[config.mk]
export PLATFORM = sky130hd
export DESIGN_NAME = stx_feed
export DESIGN_NICKNAME = d
export VERILOG_FILES = /design/src/rtl/stx_pkg.sv /design/src/rtl/stx_store.sv /design/src/rtl/stx_avail.sv /design/src/rtl/stx_flags.sv /design/src/rtl/stx_feed.sv
export SDC_FILE = /design/constraint.sdc
export NUM_CORES = 1
export LEC_CHECK = 0
export CAP_MARGIN = 30
export CORE_AREA = 2 2 67 69
export CTS_BUF_LIST = sky130_fd_sc_hd__clkbuf_4 sky130_fd_sc_hd__clkbuf_8
export CTS_CLUSTER_SIZE = 25
export DETAILED_ROUTE_END_ITERATION = 6
export DIE_AREA = 0 0 69 71
export GPL_TIMING_DRIVEN = 0
export PLACE_DENSITY = 0.71
export SYNTH_ARGS = -nofsm -noshare
export SYNTH_HDL_FRONTEND = slang
export SYNTH_HIERARCHICAL = 1
export SYNTH_SLANG_ARGS = --single-unit
[constraint.sdc]
create_clock -name clk -period 2.9 [get_ports clk]
set_clock_uncertainty 0.05 [all_clocks]
set_input_delay 0.29 -clock clk [delete_from_list [all_inputs] [get_ports clk]]
set_output_delay 0.29 -clock clk [all_outputs]
set_load 0.02 [all_outputs]
[src/rtl/stx_pkg.sv]
package stx_pkg;

    parameter int STX_W = 8;

    typedef enum logic [1:0] {
        SRC_QUEUE = 2'd0,
        SRC_SYNC  = 2'd1,
        SRC_ONES  = 2'd2
    } src_e;

    typedef struct packed {
        src_e src;
        logic pop;
        logic uf;
    } fetch_t;

    function automatic fetch_t stx_decide(input logic req, input logic hold,
                                          input logic empty, input logic sync_on);
        fetch_t f;
        f.src = SRC_ONES;
        f.pop = 1'b0;
        f.uf  = 1'b0;
        if (!hold) begin
            if (!empty) begin
                f.src = SRC_QUEUE;
                f.pop = req;
            end else if (sync_on) begin
                f.src = SRC_SYNC;
                f.uf  = req;
            end
        end
        return f;
    endfunction

    function automatic logic stx_meets(input int free_slots, input logic one, input int hi);
        return free_slots >= (one ? 1 : hi);
    endfunction

endpackage

[src/rtl/stx_store.sv]
module stx_store #(
    parameter int W     = 8,
    parameter int DEPTH = 3,
    localparam int PW   = (DEPTH > 1) ? $clog2(DEPTH) : 1,
    localparam int CW   = $clog2(DEPTH + 1)
) (
    input  logic          clk,
    input  logic          rst,
    input  logic          flush,
    input  logic          push,
    input  logic          pop,
    input  logic [W-1:0]  wdata,
    output logic [W-1:0]  head,
    output logic [CW-1:0] count,
    output logic [CW-1:0] count_nxt
);

    logic [W-1:0]  slot [DEPTH];
    logic [PW-1:0] rd_ptr, wr_ptr;
    logic          accept;

    function automatic logic [PW-1:0] step(input logic [PW-1:0] p);
        return (p == PW'(DEPTH - 1)) ? '0 : p + PW'(1);
    endfunction

    assign accept = push && (count != CW'(DEPTH)) && !flush;

    generate
        for (genvar i = 0; i < DEPTH; i++) begin : g_slot
            always_ff @(posedge clk) begin
                if (accept && (wr_ptr == PW'(i)))
                    slot[i] <= wdata;
            end
        end
    endgenerate

    always_comb begin
        if (flush)
            count_nxt = '0;
        else
            case ({accept, pop})
                2'b10:   count_nxt = count + CW'(1);
                2'b01:   count_nxt = count - CW'(1);
                default: count_nxt = count;
            endcase
    end

    always_ff @(posedge clk) begin
        if (rst || flush) begin
            rd_ptr <= '0;
            wr_ptr <= '0;
            count  <= '0;
        end else begin
            if (accept) wr_ptr <= step(wr_ptr);
            if (pop)    rd_ptr <= step(rd_ptr);
            count <= count_nxt;
        end
    end

    assign head = slot[rd_ptr];

endmodule

[src/rtl/stx_avail.sv]
module stx_avail
    import stx_pkg::*;
#(
    parameter int DEPTH  = 3,
    parameter int THR_HI = 2,
    localparam int CW    = $clog2(DEPTH + 1)
) (
    input  logic          clk,
    input  logic          rst,
    input  logic          flush,
    input  logic          mode_wr,
    input  logic          thr_one_new,
    input  logic          thr_one_cur,
    input  logic          push,
    input  logic          pop,
    input  logic [CW-1:0] count_nxt,
    output logic          avail
);

    logic thr_sel;
    logic meets;

    assign thr_sel = mode_wr ? thr_one_new : thr_one_cur;
    assign meets   = stx_meets(DEPTH - int'(count_nxt), thr_sel, THR_HI);

    always_ff @(posedge clk) begin
        if (rst || flush)
            avail <= 1'b1;
        else if (mode_wr)
            avail <= meets;
        else if (pop && meets)
            avail <= 1'b1;
        else if (push && !meets)
            avail <= 1'b0;
    end

endmodule

[src/rtl/stx_flags.sv]
module stx_flags (
    input  logic clk,
    input  logic rst,
    input  logic flush,
    input  logic uf_set,
    input  logic uf_clr,
    input  logic cts_set,
    input  logic cts_clr,
    output logic uf,
    output logic cts
);

    always_ff @(posedge clk) begin
        if (rst || flush) begin
            uf  <= 1'b0;
            cts <= 1'b0;
        end else begin
            if (uf_set)       uf <= 1'b1;
            else if (uf_clr)  uf <= 1'b0;
            if (cts_set)      cts <= 1'b1;
            else if (cts_clr) cts <= 1'b0;
        end
    end

endmodule

[src/rtl/stx_feed.sv]
module stx_feed
    import stx_pkg::*;
#(
    parameter int W      = STX_W,
    parameter int DEPTH  = 3,
    parameter int THR_HI = 2,
    localparam int CW    = $clog2(DEPTH + 1)
) (
    input  logic          clk,
    input  logic          rst,
    input  logic          push_en,
    input  logic [W-1:0]  push_data,
    input  logic          mode_wr,
    input  logic          mode_thr_one,
    input  logic          mode_sync_fill,
    input  logic          flag_wr,
    input  logic          flag_clr_uf,
    input  logic          flag_clr_cts,
    input  logic          tx_hold,
    input  logic          cts_evt,
    input  logic [W-1:0]  sync_code,
    input  logic          req,
    output logic [W-1:0]  req_byte,
    output logic          uf_pulse,
    output logic          st_avail,
    output logic          st_uf,
    output logic          st_cts,
    output logic [CW-1:0] level
);

    logic          thr_one_q, sync_fill_q, hold_q;
    logic          flush;
    logic [W-1:0]  head;
    logic [CW-1:0] count, count_nxt;
    logic          avail_raw;
    fetch_t        fetch;

    always_ff @(posedge clk) begin
        if (rst) begin
            thr_one_q   <= 1'b0;
            sync_fill_q <= 1'b0;
            hold_q      <= 1'b0;
        end else begin
            hold_q <= tx_hold;
            if (mode_wr) begin
                thr_one_q   <= mode_thr_one;
                sync_fill_q <= mode_sync_fill;
            end
        end
    end

    assign flush = tx_hold && !hold_q;
    assign fetch = stx_decide(req, tx_hold, count == '0, sync_fill_q);

    stx_store #(.W(W), .DEPTH(DEPTH)) u_store (
        .clk(clk), .rst(rst), .flush(flush),
        .push(push_en), .pop(fetch.pop), .wdata(push_data),
        .head(head), .count(count), .count_nxt(count_nxt)
    );

    stx_avail #(.DEPTH(DEPTH), .THR_HI(THR_HI)) u_avail (
        .clk(clk), .rst(rst), .flush(flush),
        .mode_wr(mode_wr), .thr_one_new(mode_thr_one), .thr_one_cur(thr_one_q),
        .push(push_en), .pop(fetch.pop), .count_nxt(count_nxt),
        .avail(avail_raw)
    );

    stx_flags u_flags (
        .clk(clk), .rst(rst), .flush(flush),
        .uf_set(fetch.uf), .uf_clr(flag_wr && flag_clr_uf),
        .cts_set(cts_evt), .cts_clr(flag_wr && flag_clr_cts),
        .uf(st_uf), .cts(st_cts)
    );

    always_comb begin
        case (fetch.src)
            SRC_QUEUE: req_byte = head;
            SRC_SYNC:  req_byte = sync_code;
            default:   req_byte = '1;
        endcase
    end

    assign uf_pulse = fetch.uf;
    assign st_avail = avail_raw && !tx_hold;
    assign level    = count;

endmodule

== After elaboration in Yosys (flattened, before gate mapping) ==
Memory sizes are Yosys's and may differ from the RTL's. A register that Yosys moved wholly into a read port is not among the register bits.
Cells that the tools add are included.

* Register bits: 12
* Bits in writable memories: 24
* Bits of input ports: 28
* Output and inout bits: 14
* Logic and storage cells: 81
* Memories kept: 1

{| class="wikitable"
|+ Memories
! name !! depth !! bits a word !! rd ports !! clocked after Yosys merged registers in !! write ports !! RTL line !! RTL
|-
| u_store.slot || 3 || 8 || 1 || 1 || 1 || stx_store.sv:18 || <nowiki>logic [W-1:0] slot [DEPTH];</nowiki>
|}

* Add/sub/neg operators: 5
* Magnitude comparators: 1
* Equality and inequality tests: 7
* Multiplexer cells: 34
* Reductions and logical operators: 24

{| class="wikitable"
|+ Operators by type and width
! cell !! count
|-
| 32-bit greater-or-equal comparator || 1
|-
| 2-bit two-way mux || 10
|-
| 1-bit two-way mux || 19
|-
| 8-bit two-way mux || 2
|-
| 8-bit case mux with 2 select lines || 1
|-
| 8-bit OR reduction || 2
|-
| 1-bit logical AND || 11
|-
| 2-bit by 1-bit adder with 2-bit output (second input constant) || 3
|-
| 2-bit by 1-bit equality test with 1-bit output (second input constant) || 3
|-
| 2-bit equality test (second input constant) || 3
|-
| 2-bit logical NOT || 3
|-
| 1-bit logical NOT || 4
|-
| 4-bit two-way mux || 1
|-
| 2-bit case mux with 2 select lines || 1
|-
| 2-bit nonzero test || 2
|-
| 3-bit nonzero test || 1
|-
| 2-bit by 2-bit subtractor with 3-bit output (first input constant) || 1
|-
| 2-bit != test (second input constant) || 1
|-
| 2-bit by 1-bit subtractor with 2-bit output (second input constant) || 1
|-
| 1-bit logical OR || 1
|}

== Depth between registers and ports, before layout ==
* Depth in word-level cells: 14
* Mapped depth: 14
* Mapped depth without buffers: 12

== By module ==
Netlist, hierarchy kept.

{| class="wikitable"
|+ By module, submodules not included
! module !! instances !! cells an instance !! area an instance (um^2) !! seq. area each (um^2)
|-
| stx_store || 1 || 89 || 1268.7 || 880.8
|-
| stx_feed || 1 || 42 || 370.4 || 60.1
|-
| stx_avail || 1 || 13 || 111.4 || 20.0
|-
| stx_flags || 1 || 9 || 76.3 || 40.0
|}

== Worst setup path after synthesis ==
Ideal clock, no wire load.

* Path kind: register -> register
* From: register u_store.count[0]
* To: register u_avail.avail
* Setup time: 130 ps
* Arrival time: 2707 ps
* Data required time: 2720 ps
* Setup slack: 13 ps
* Stages on the path, launching flop included: 12
* Path buffers: 1
* Period minus slack after synthesis: 2887 ps
* Cell sequence: dfxtp_1 > buf_4 > nor2_1 > nor3b_1 > ha_1 > or3_1 > a21oi_1 > inv_1 > ha_1 > o22a_1 > o21ai_1 > a22oi_2

{| class="wikitable"
|+ RTL lines
! what !! RTL line !! RTL
|-
| from (decl) || stx_store.sv:14 || <nowiki>output logic [CW-1:0] count,</nowiki>
|-
| from (signal assigned) || stx_store.sv:56 || <nowiki>count <= count_nxt;</nowiki>
|-
| to (signal assigned) || stx_avail.sv:30 || <nowiki>avail <= meets;</nowiki>
|-
| to (decl) || stx_avail.sv:17 || <nowiki>output logic avail</nowiki>
|}

== Worst setup path in the final report ==
* From: input tx_hold
* To: register u_avail.avail

* Longest elaborated chain between the ends: 11
* Elaborated cells between the ends (all ways): 17
* Those cells by class: add/sub (1); order compare (1); eq/ne (2); mux (5); reduce/logical (8)

{| class="wikitable"
|+ RTL lines
! what !! RTL line !! RTL
|-
| from (decl) || stx_feed.sv:19 || <nowiki>input logic tx_hold,</nowiki>
|-
| 1-bit logical AND (*) || stx_feed.sv:52 || <nowiki>assign flush = tx_hold && !hold_q;</nowiki>
|-
| net flush || stx_feed.sv:32 || <nowiki>logic flush;</nowiki>
|-
| 1-bit logical NOT || stx_store.sv:26 || <nowiki>assign accept = push && (count != CW'(DEPTH)) && !flush;</nowiki>
|-
| 1-bit logical AND || stx_store.sv:26 ||
|-
| 2-bit by 1-bit equality test with 1-bit output or 2-bit equality test (tied branches) || stx_store.sv:41 || <nowiki>case ({accept, pop})</nowiki>
|-
| 2-bit case mux with 2 select lines || stx_store.sv:41 ||
|-
| 2-bit two-way mux (*) || stx_store.sv:38 || <nowiki>if (flush)</nowiki>
|-
| net count_nxt[1] || stx_feed.sv:34 || <nowiki>logic [CW-1:0] count, count_nxt;</nowiki>
|-
| 2-bit by 2-bit subtractor with 3-bit output (*) || stx_avail.sv:24 || <nowiki>assign meets = stx_meets(DEPTH - int'(count_nxt), thr_sel, THR_HI);</nowiki>
|-
| 32-bit greater-or-equal comparator (*) || stx_pkg.sv:36 || <nowiki>return free_slots >= (one ? 1 : hi);</nowiki>
|-
| 1-bit logical AND or 1-bit logical NOT (tied branches) || stx_avail.sv:31, stx_avail.sv:33 ||
|-
| 1-bit two-way mux or 1-bit logical AND (tied branches) || stx_avail.sv:31, stx_avail.sv:33 ||
|-
| 1-bit two-way mux or 3-bit nonzero test (tied branches) || - ||
|}

The timed path passes the listed nets; every way through them passes the cells marked *.
A chain may end at the register's enable or synchronous reset.

==> metrics.md <==
| Metric | Value |
|---|---|
| Initial core utilization | between 40% and 50% |
| Final period util | 96.96% |
| Antenna violations before repair | 0 |
| FFs w/ async S/R, synth | 0% |
| Share of the synthesized area in the top cell type | around two fifths |
| Placed inst area | 2310 µm² |
| Port bufs | 41 |
| Final Hold Vio Count | 0 |
| Register-to-register setup slack | 0.13 ns |
| Total GRT Usage | 16.61% |
| Worst-Skew Late Latency | about 0.29 ns |
| Syn Area/Cell | 11.94 µm² |
| Die area | about 4900 µm² |
| Largest net degree at the start of global routing | 14 |
| # IOs | 42 |
| FMAX | 0.3556 GHz |
| H-tree depth | 2 |
| Cell Pwr Density | 521.4 nW/µm² |
| Worst hold path type | in -> reg |
| Routability cong. | 0.7478 |
| Max Cap Viol | 0 |
| Crit. End Element | flip-flop |
| Top FF cell, synth | edfxtp_1 |
| Mapped Area | roughly 1800 µm² |
| Final ANT Viol Nets | 0 |
| CTS tree | built |
| CP endpoint | u_avail/avail$_SDFFE_PP1P_ |
| Global-route wire length before repair | 6375 µm |
| Post-Place Cells | 247 |
| Overflow after GRT | 0 |
| Clk sinks | 38 |
| Die Height | 71 µm |
| Fillers | 356 |
| Largest cells by area after synthesis | edfxtp_1 (39%), dfxtp_1 (15%), mux2i_1 (5.5%), or4b_1 (4.4%), a21o_1 (3.3%) |
| Max-slew violation count | 0 |
| Worst Tran Pin Value | a little over 0.7 ns |
| DPL Wire Length | ~2800 µm |
| Most frequent cells in the layout | clkdlybuf4s50_1 (40), edfxtp_1 (24), dfxtp_1 (12) |
| Final net count | 236 |
| R2R cell count | 11 |
| Crit path from | tx_hold |
| Via count | about 1.3k |
| Leak Pwr | 0.8884 nW |
| Layout Area Growth over Synthesis | 37.47% |
| Status | complete, no violations |
| Clk slew on worst S/H paths | 0.07 ns |
| Total number of yosys warnings | 6 |
| Detailed router's first-iteration violation count | 69 |
| Layout cells sized above 1 | around 15% |
| Drt wl/cell | between 10 and 15 µm |
| Seq/Total Area, Yosys | 54.79% |
| Relative slew slack | 52.55% |
| Min Tclk post-route | 2.812 ns |
| Clock Path Buffers | 2 |
| Post-synth EDFFs | 24 |
| Final Util | 59.73% |
| Final Total Pwr | ~0.0013 W |
| Die X | roughly 70 µm |
| Vias in the first global route | 1397 |
| Total CTS buffers | 5 |
| Final Instance Count excl. Fillers | 258 |
| Crit start category | input port |
| Reg2Reg Launch Point | u_store/count[0]$_SDFF_PP0_ |
| WP data required | 3.02 ns |
| R2r endpoint | u_avail/avail$_SDFFE_PP1P_ |
| Commonest non-fill, non-tap cell in the layout | clkdlybuf4s50_1 |
| First-pass DRT Iterations | 4 |
| Largest area contributor in the netlist | edfxtp_1 |
| FP Rows | 24 |
| Worst hold margin | ~0.42 ns |
| Finished Cell Area | 2511 µm² |
| Root buffer cell | clkbuf_8 |
| Mapped Nets | 184 |
| Peak supply drop | 0.0002613 V |
| Diode count | 0 |
| Core area | 4204 µm² |
| CTS Hold Bufs | 0 |
| Vias/cell | 5.221 |
| Total Routed Length | 3849 µm |
| Critical-path maximum fanout | 10 |
| Residual DRC count | 0 |
| Synth unique cells | 39 |
| Crit Path Class | in -> reg |
| Seq cells post-synth | 38 |
| Critical path data arrival time | 2.93 ns |
| Cells after Synth | between 150 and 200 |
| Number of setup violations in the final report | 0 |
## layer usage
metal  track usage, %  wire (µm)
met5                0          0
met4            6.536         62
met3            3.846        108
met2            28.95       1974
met1            19.96       1703
## how the worst min path moves through the flow
stage          cells past startpoint                       end                startpoint  slack (ns)
2_1_floorplan                      1         hold_q$_SDFF_PP0_                       rst        0.31
3_3_place_gp                       2   u_flags/uf$_SDFFE_PP0P_   u_flags/uf$_SDFFE_PP0P_        0.41
3_5_place_dp                       2  u_flags/cts$_SDFFE_PP0P_  u_flags/cts$_SDFFE_PP0P_        0.42
4_1_cts                            2         hold_q$_SDFF_PP0_                   tx_hold        0.41
5_1_grt                            2         hold_q$_SDFF_PP0_                   tx_hold        0.43
6_report                           2         hold_q$_SDFF_PP0_                   tx_hold        0.42
## cell type report
type	instances	area (µm²)	area share [%]
clock inverters	3	68.82	2.740
plain buffers	6	50.05	1.993
clock buffers	5	68.82	2.740
multi-input cells	105	800.8	31.89
flip-flops and latches	38	1003	39.96
inverters	4	15.01	0.5979
repair buffers	45	439.2	17.49
well taps	52	65.06	2.591
## worst max-delay path: stages
cell and delay (ns):
dlygate4sd2_1 0.28, buf_6 0.16, nor2b_4 0.15, nand2b_4 0.15
or2_1 0.24, buf_6 0.15, ha_4 0.15, xnor2_1 0.13
or3_4 0.34, a21oi_2 0.14, inv_1 0.05, ha_1 0.30
o22a_1 0.22, o21ai_1 0.09, a22oi_2 0.09
## synth_stat cells, types with 2 or more instances
master and number:
a21o_1 8, a21oi_1 7, and2_1 2, buf_6 3, dfxtp_1 14, edfxtp_1 24
ha_1 3, inv_1 4, mux2i_1 10, nand2_1 9, nand2b_1 3, nor2_1 9
nor2b_1 3, nor3_1 3, nor3b_1 2, nor3b_2 2, o21ai_0 9, o21bai_1 8
or2_1 2, or3_1 2, or4b_1 8
## report_power, final
part           switching (W)  total, W  internal (W)
Clock               0.000186  0.000531      0.000344
Combinational      0.0000771  0.000174     0.0000971
Sequential         0.0000124  0.000604      0.000592
## registers in the layout, summed over array words and instances, names as in the netlist, named ones only
signal,cells
thr_one_q,1
u_store/wr_ptr,2
u_store/count,2
u_store/slot,24
u_flags/uf,1
u_avail/avail,1
hold_q,1
sync_fill_q,1
u_store/rd_ptr,2
u_flags/cts,1
## timing repair
item | 4_1_cts | 5_1_grt
resized for setup | 6 | 4
endpoints found under the setup margin | 1 | 1
pin swaps | 0 | 1
setup buffers | 0 | 3
## cell families (layout without fill, tap and decap cells)
group           count (synthesis)  after routing  synth area share [%]
buf+inv                        10             63                 3.561
simple gates                   51             51                 18.08
mux                            11             11                 6.096
fa+ha+maj                       3              3                 2.055
flops                          38             38                 54.79
compound gates                 38             38                 14.45
xor+xnor                        2              2                0.9591
## metrics by stage
stage | setup TNS [ns] | setup slack [ns]
6_report | 0 | 0.08815
5_1_grt | -0.02652 | -0.02652
4_1_cts | 0 | 0.01034
3_5_place_dp | -0.8243 | -0.8243
3_3_place_gp | -1.990 | -0.7211
2_1_floorplan | 0 | 0.01337
No activity file was read; power rests on OpenSTA's default activity.
